==> src/rtl/irq_vec_pkg.sv <==
package irq_vec_pkg;

    typedef enum logic [1:0] {
        SEL_IDLE  = 2'd0,
        SEL_BYTE1 = 2'd1,
        SEL_BYTE2 = 2'd2,
        SEL_BYTE3 = 2'd3
    } ack_sel_e;

    localparam logic [7:0] CALL_OPCODE = 8'hCD;

    localparam int SHIFT_INTV4 = 2;
    localparam int SHIFT_INTV8 = 3;

endpackage

==> src/rtl/irq_vec_base_reg.sv <==
module irq_vec_base_reg #(
    parameter int ADDR_W = 16
) (
    input  logic              clk,
    input  logic              rst_n,
    input  logic              we,
    input  logic [ADDR_W-1:0] wdata,
    output logic [ADDR_W-1:0] base_q
);

    logic [ADDR_W-1:0] base_d;

    always_comb begin
        base_d = base_q;
        if (we) begin
            base_d = wdata;
        end
    end

    always_ff @(posedge clk or negedge rst_n) begin
        if (!rst_n) begin
            base_q <= '0;
        end else begin
            base_q <= base_d;
        end
    end

endmodule

==> src/rtl/irq_vec_addr_gen.sv <==
module irq_vec_addr_gen
    import irq_vec_pkg::*;
#(
    parameter int ADDR_W = 16,
    parameter int LVL_W  = 3
) (
    input  logic [ADDR_W-1:0] base,
    input  logic [LVL_W-1:0]  level,
    input  logic              intv4,
    output logic [ADDR_W-1:0] addr
);

    localparam int LO4_W = LVL_W + SHIFT_INTV4;
    localparam int LO8_W = LVL_W + SHIFT_INTV8;

    logic [LO4_W-1:0] low4;
    logic [LO8_W-1:0] low8;

    always_comb begin
        low4 = {level, {SHIFT_INTV4{1'b0}}};
        low8 = {level, {SHIFT_INTV8{1'b0}}};
        addr = base;
        if (intv4) begin
            addr[LO4_W-1:0] = low4;
        end else begin
            addr[LO8_W-1:0] = low8;
        end
    end

endmodule

==> src/rtl/irq_vec_vector_gen.sv <==
module irq_vec_vector_gen #(
    parameter int BYTE_W = 8,
    parameter int LVL_W  = 3
) (
    input  logic [BYTE_W-LVL_W-1:0] base_hi,
    input  logic [LVL_W-1:0]        level,
    output logic [BYTE_W-1:0]       vec
);

    always_comb begin
        vec = {base_hi, level};
    end

endmodule

==> src/rtl/irq_vec_byte_mux.sv <==
module irq_vec_byte_mux
    import irq_vec_pkg::*;
#(
    parameter int BYTE_W = 8
) (
    input  logic [1:0]          byte_sel,
    input  logic                mode16,
    input  logic [2*BYTE_W-1:0] addr,
    input  logic [BYTE_W-1:0]   vec,
    output logic [BYTE_W-1:0]   byte_o,
    output logic                oe_o
);

    ack_sel_e sel;

    always_comb begin
        sel    = ack_sel_e'(byte_sel);
        byte_o = '0;
        oe_o   = 1'b0;
        if (mode16) begin
            if (sel == SEL_BYTE2) begin
                byte_o = vec;
                oe_o   = 1'b1;
            end
        end else begin
            unique case (sel)
                SEL_BYTE1: begin
                    byte_o = BYTE_W'(CALL_OPCODE);
                    oe_o   = 1'b1;
                end
                SEL_BYTE2: begin
                    byte_o = addr[BYTE_W-1:0];
                    oe_o   = 1'b1;
                end
                SEL_BYTE3: begin
                    byte_o = addr[2*BYTE_W-1:BYTE_W];
                    oe_o   = 1'b1;
                end
                default: begin
                    byte_o = '0;
                    oe_o   = 1'b0;
                end
            endcase
        end
    end

endmodule

==> src/rtl/irq_vec_fmt.sv <==
module irq_vec_fmt #(
    parameter int BYTE_W = 8,
    parameter int LVL_W  = 3
) (
    input  logic                clk,
    input  logic                rst_n,
    input  logic                base_we,
    input  logic [2*BYTE_W-1:0] base_wdata,
    input  logic                mode16,
    input  logic                intv4,
    input  logic [LVL_W-1:0]    level,
    input  logic [1:0]          byte_sel,
    output logic [BYTE_W-1:0]   data_out,
    output logic                data_oe
);

    localparam int ADDR_W  = 2 * BYTE_W;
    localparam int VHI_W   = BYTE_W - LVL_W;

    typedef struct packed {
        logic [BYTE_W-1:0] data;
        logic              oe;
    } out_t;

    logic [ADDR_W-1:0] base_q;
    logic [ADDR_W-1:0] addr;
    logic [BYTE_W-1:0] vec;
    logic [BYTE_W-1:0] mux_byte;
    logic              mux_oe;
    out_t              out_d;
    out_t              out_q;

    irq_vec_base_reg #(
        .ADDR_W (ADDR_W)
    ) u_base (
        .clk    (clk),
        .rst_n  (rst_n),
        .we     (base_we),
        .wdata  (base_wdata),
        .base_q (base_q)
    );

    irq_vec_addr_gen #(
        .ADDR_W (ADDR_W),
        .LVL_W  (LVL_W)
    ) u_addr (
        .base  (base_q),
        .level (level),
        .intv4 (intv4),
        .addr  (addr)
    );

    irq_vec_vector_gen #(
        .BYTE_W (BYTE_W),
        .LVL_W  (LVL_W)
    ) u_vec (
        .base_hi (base_q[ADDR_W-1 -: VHI_W]),
        .level   (level),
        .vec     (vec)
    );

    irq_vec_byte_mux #(
        .BYTE_W (BYTE_W)
    ) u_mux (
        .byte_sel (byte_sel),
        .mode16   (mode16),
        .addr     (addr),
        .vec      (vec),
        .byte_o   (mux_byte),
        .oe_o     (mux_oe)
    );

    always_comb begin
        out_d.oe   = mux_oe;
        out_d.data = mux_oe ? mux_byte : '0;
    end

    always_ff @(posedge clk or negedge rst_n) begin
        if (!rst_n) begin
            out_q <= '0;
        end else begin
            out_q <= out_d;
        end
    end

    assign data_out = out_q.data;
    assign data_oe  = out_q.oe;

endmodule

==> config.mk <==
export PLATFORM = sky130hd
export DESIGN_NAME = irq_vec_fmt
export DESIGN_NICKNAME = d
export VERILOG_FILES = /design/src/rtl/irq_vec_pkg.sv /design/src/rtl/irq_vec_base_reg.sv /design/src/rtl/irq_vec_addr_gen.sv /design/src/rtl/irq_vec_vector_gen.sv /design/src/rtl/irq_vec_byte_mux.sv /design/src/rtl/irq_vec_fmt.sv
export SDC_FILE = /design/constraint.sdc
export NUM_CORES = 1
export LEC_CHECK = 0
export ABC_AREA = 1
export BUFFER_PORTS_ARGS = -buffer_cell sky130_fd_sc_hd__buf_2
export CORE_ASPECT_RATIO = 0.8
export CORE_MARGIN = 2
export CORE_UTILIZATION = 38
export DETAILED_ROUTE_END_ITERATION = 10
export GPL_ROUTABILITY_DRIVEN = 0
export PLACE_DENSITY_LB_ADDON = 0.1
export REMOVE_ABC_BUFFERS = 1
export SETUP_SLACK_MARGIN = 0.1
export SLEW_MARGIN = 30
export SYNTH_ARGS = -nofsm -noshare
export SYNTH_HDL_FRONTEND = slang
export SYNTH_HIERARCHICAL = 1
export SYNTH_SLANG_ARGS = --single-unit
==> constraint.sdc <==
create_clock -name clk -period 1.3 [get_ports clk]
set_input_delay 0.26 -clock clk [delete_from_list [all_inputs] [get_ports clk]]
set_output_delay 0.26 -clock clk [all_outputs]
set_load 0.05 [all_outputs]
Word-level counts from Yosys, hierarchy flattened. Index checks and enable logic that the tools add are counted. W data, S select, Z words.

Add/subtract/negate cells: 0. Multiply operators: 0. Div/mod/pow operators: 0. Order comparisons: 0. Equal/unequal tests: 3. Shift operators: 0. Muxes and demuxes: 9. Bitwise gates (word level): 0. Reductions and logical operators: 1.

Operator list (count): $mux W8 (3); $pmux W8 S3 (1); $mux W5 (1); $eq A2 B2 Y1 const B (2); $mux W1 (4); $reduce_or A3 Y1 (1); $eq A2 B1 Y1 const B (1).

Bits in registers: 25. Latch bits: 0. Memory bits (writable): 0. Bits in read-only memories: 0. Output and inout bits: 9. Word-level logic and storage cells: 16. Memories: 0.

Depth between registers and ports, before layout.
Depth after elaboration: 5. Mapped depth: 9. Gate-level depth less buffers: 9.

Modules after synthesis. Netlist, hierarchy kept.

By module, submodules not included: irq_vec_base_reg (instances 1, cells an instance 68, area an instance 644.4 um2, sequential area each 400.4 um2); irq_vec_byte_mux (instances 1, cells an instance 67, area an instance 325.3 um2, sequential area each 0.0 um2); irq_vec_fmt (instances 1, cells an instance 26, area an instance 290.3 um2, sequential area each 225.2 um2); irq_vec_addr_gen (instances 1, cells an instance 25, area an instance 138.9 um2, sequential area each 0.0 um2); irq_vec_vector_gen (instances 1, cells an instance 8, area an instance 60.1 um2, sequential area each 0.0 um2).

Least setup slack after synthesis. No wires, ideal clock.

Path kind: input port to flip-flop. From: input port byte_sel[1]. To: register out_q, in the netlist data_out[4]. Arrival time: 0.947 ns. Data required time: 1.237 ns. Path slack: 0.290 ns. Stages: 7. Path through: buf_6 -> inv_2 -> nor2_4 -> o21bai_1 -> buf_2 -> nand2_1 -> inv_1.

RTL lines: start, declared (RTL line irq_vec_fmt.sv:12) `input logic [1:0] byte_sel,`; end signal, assigned (RTL line irq_vec_fmt.sv:82) `out_q <= out_d;`; end, declared (RTL line irq_vec_fmt.sv:31) `out_t out_q;`.

Worst setup path in the final report.
From: register out_q, in the netlist data_out[4]. To: output port data_out[4].

RTL lines: end, declared (RTL line irq_vec_fmt.sv:13) `output logic [BYTE_W-1:0] data_out,`.

No word-level cell between the ends.

==> metrics.txt <==
Initial Util 40.44%; setup TNS 0 ps; Crit path required time 1040 ps; H-tree depth 1; worst skew pair latency 250 ps; # nets final 212; WL/cell 9.728 um; highest-count cells in the layout ignoring fill and taps nand2_1, buf_2, dfrtp_1; Reg clk slew, reported paths 70 ps; Die W 68.76 um; root buf cell clkbuf_8; Slew Limit Fails 0; dpl hpwl 1.665 mm; number of vias per cell 4.321; final setup violation count 0; Clock Path Buffers 2; Max rail drop VDD 0.5621 mV; port bufs 29; Setup Fix Bufs, Post-CTS 0; Max stage delay on crit path 330 ps; critical path type reg -> out; synthesized cell area 1275 um2; Cells after Synth 174; hold_buf cts 1; routed wl met3 134 um; RSZ-0062 raised after global routing false; DRC Markers 0; Worst Path Max Fanout 1; syn avg cell area 7.327 um2; Initial DRC Count 21; die height 55.81 um; number of diodes 0; maximum clock rate 911.9 MHz; met1 WL 1.005 mm; die area 3838 um2; status finished, final reports clean; first-pass GRT wire length 3.857 mm; CTS tree done; DR top layer met4; CP Buf/Inv Count 1; largest net degree at the start of global routing 21; Worst setup EP type output port; Final period util 84.36%; number of global-route vias before repair 903; startpoint type of the worst setup path register; global route overflow 0; commonest non-fill, non-tap cell in the layout nand2_1; Core ar. 3153 um2; # clock sinks 20; Tmin final 1097 ps; clock skew 4.061 ps; DRT Pass-1 Iters 4; post-layout worst setup margin 203.3 ps; slowest CP cell dfrtp_1; final hold viol count 0; cells along the critical path buf_2; IO Pins 35; via count 968; layout cell share with drive strength beyond 1 25.00%; maxcap violations 0; Pleak 0.8442 nW; Post-CTS Resized 0; Detail Route Antenna Nets 0; HP Class in -> reg; gr usage total 13.16%; initial antenna violation count 0; row count 18; PD cells 1043 nW/um2; Crit path max-delay family flip-flops; routed wl met2 1.005 mm; total routed wirelength 2.179 mm; Syn-to-layout area delta 2.650%; dpl ws 219.5 ps; number of CTS-inserted buffers 3; yosys synthesis warning count 6; crit path DAT 840 ps
==> path summary, 6_finish.rpt <==
| kind | startpoint | endpoint | slack [ps] | cells after the start |
|---|---|---|---|---|
| hold reg to reg | u_base/base_q[8] | u_base/base_q[8] | 480 | 2 |
| hold / removal | base_wdata[12] | u_base/base_q[12] | 200 | 3 |
| min in group asynchronous | rst_n | u_base/base_q[5] | 480 | 2 |
| setup / recovery | data_out[4] | data_out[4] | 200 | 1 |
| max in group asynchronous | rst_n | data_out[6] | 510 | 2 |
| setup reg to reg | u_base/base_q[5] | data_out[5] | 370 | 8 |
==> where the power goes <==
group / switching (mW) / internal [mW] / leakage (nW)
clock network: 0.186 / 0.206 / 0.0216
logic: 0.188 / 0.0935 / 0.568
registers: 0.0249 / 0.667 / 0.255
total: 0.399 / 0.967 / 0.844
==> flip-flops by register name, summed over array words and instances (netlist names) <==
register,flops
data_out,8
data_oe,1
u_base/base_q,11
==> layout make-up <==
class                   count  area, um2
multi-input cells         108      455.4
repair buffers             34      185.2
well taps                  40      50.05
inverters                  19      76.32
clock buffers               3      41.29
fillers                   361       1844
flip-flops and latches     20      500.5
==> routing by layer <==
| layer | vias up | GRT usage [%] |
|---|---|---|
| li1 | 517 | - |
| met1 | 415 | 17.62 |
| met2 | 32 | 20.33 |
| met3 | 4 | 4.251 |
| met4 | 0 | 3.361 |
| met5 | - | 0 |
==> stage by stage <==
step           utilization (%)  hold WS [ps]  std cells  power, mW  cell area, um2
2_1_floorplan                -        -35.59        147     0.8671            1032
5_1_grt                  41.51         199.0        224      1.458            1309
6_report                 41.51         198.7        224      1.366            1309
3_5_place_dp             39.88         238.7        220     0.9871            1257
4_1_cts                  41.51         197.7        224      1.386            1309
3_3_place_gp             39.88         225.6        220     0.9808            1257
Power figures use the tool's default switching activity.
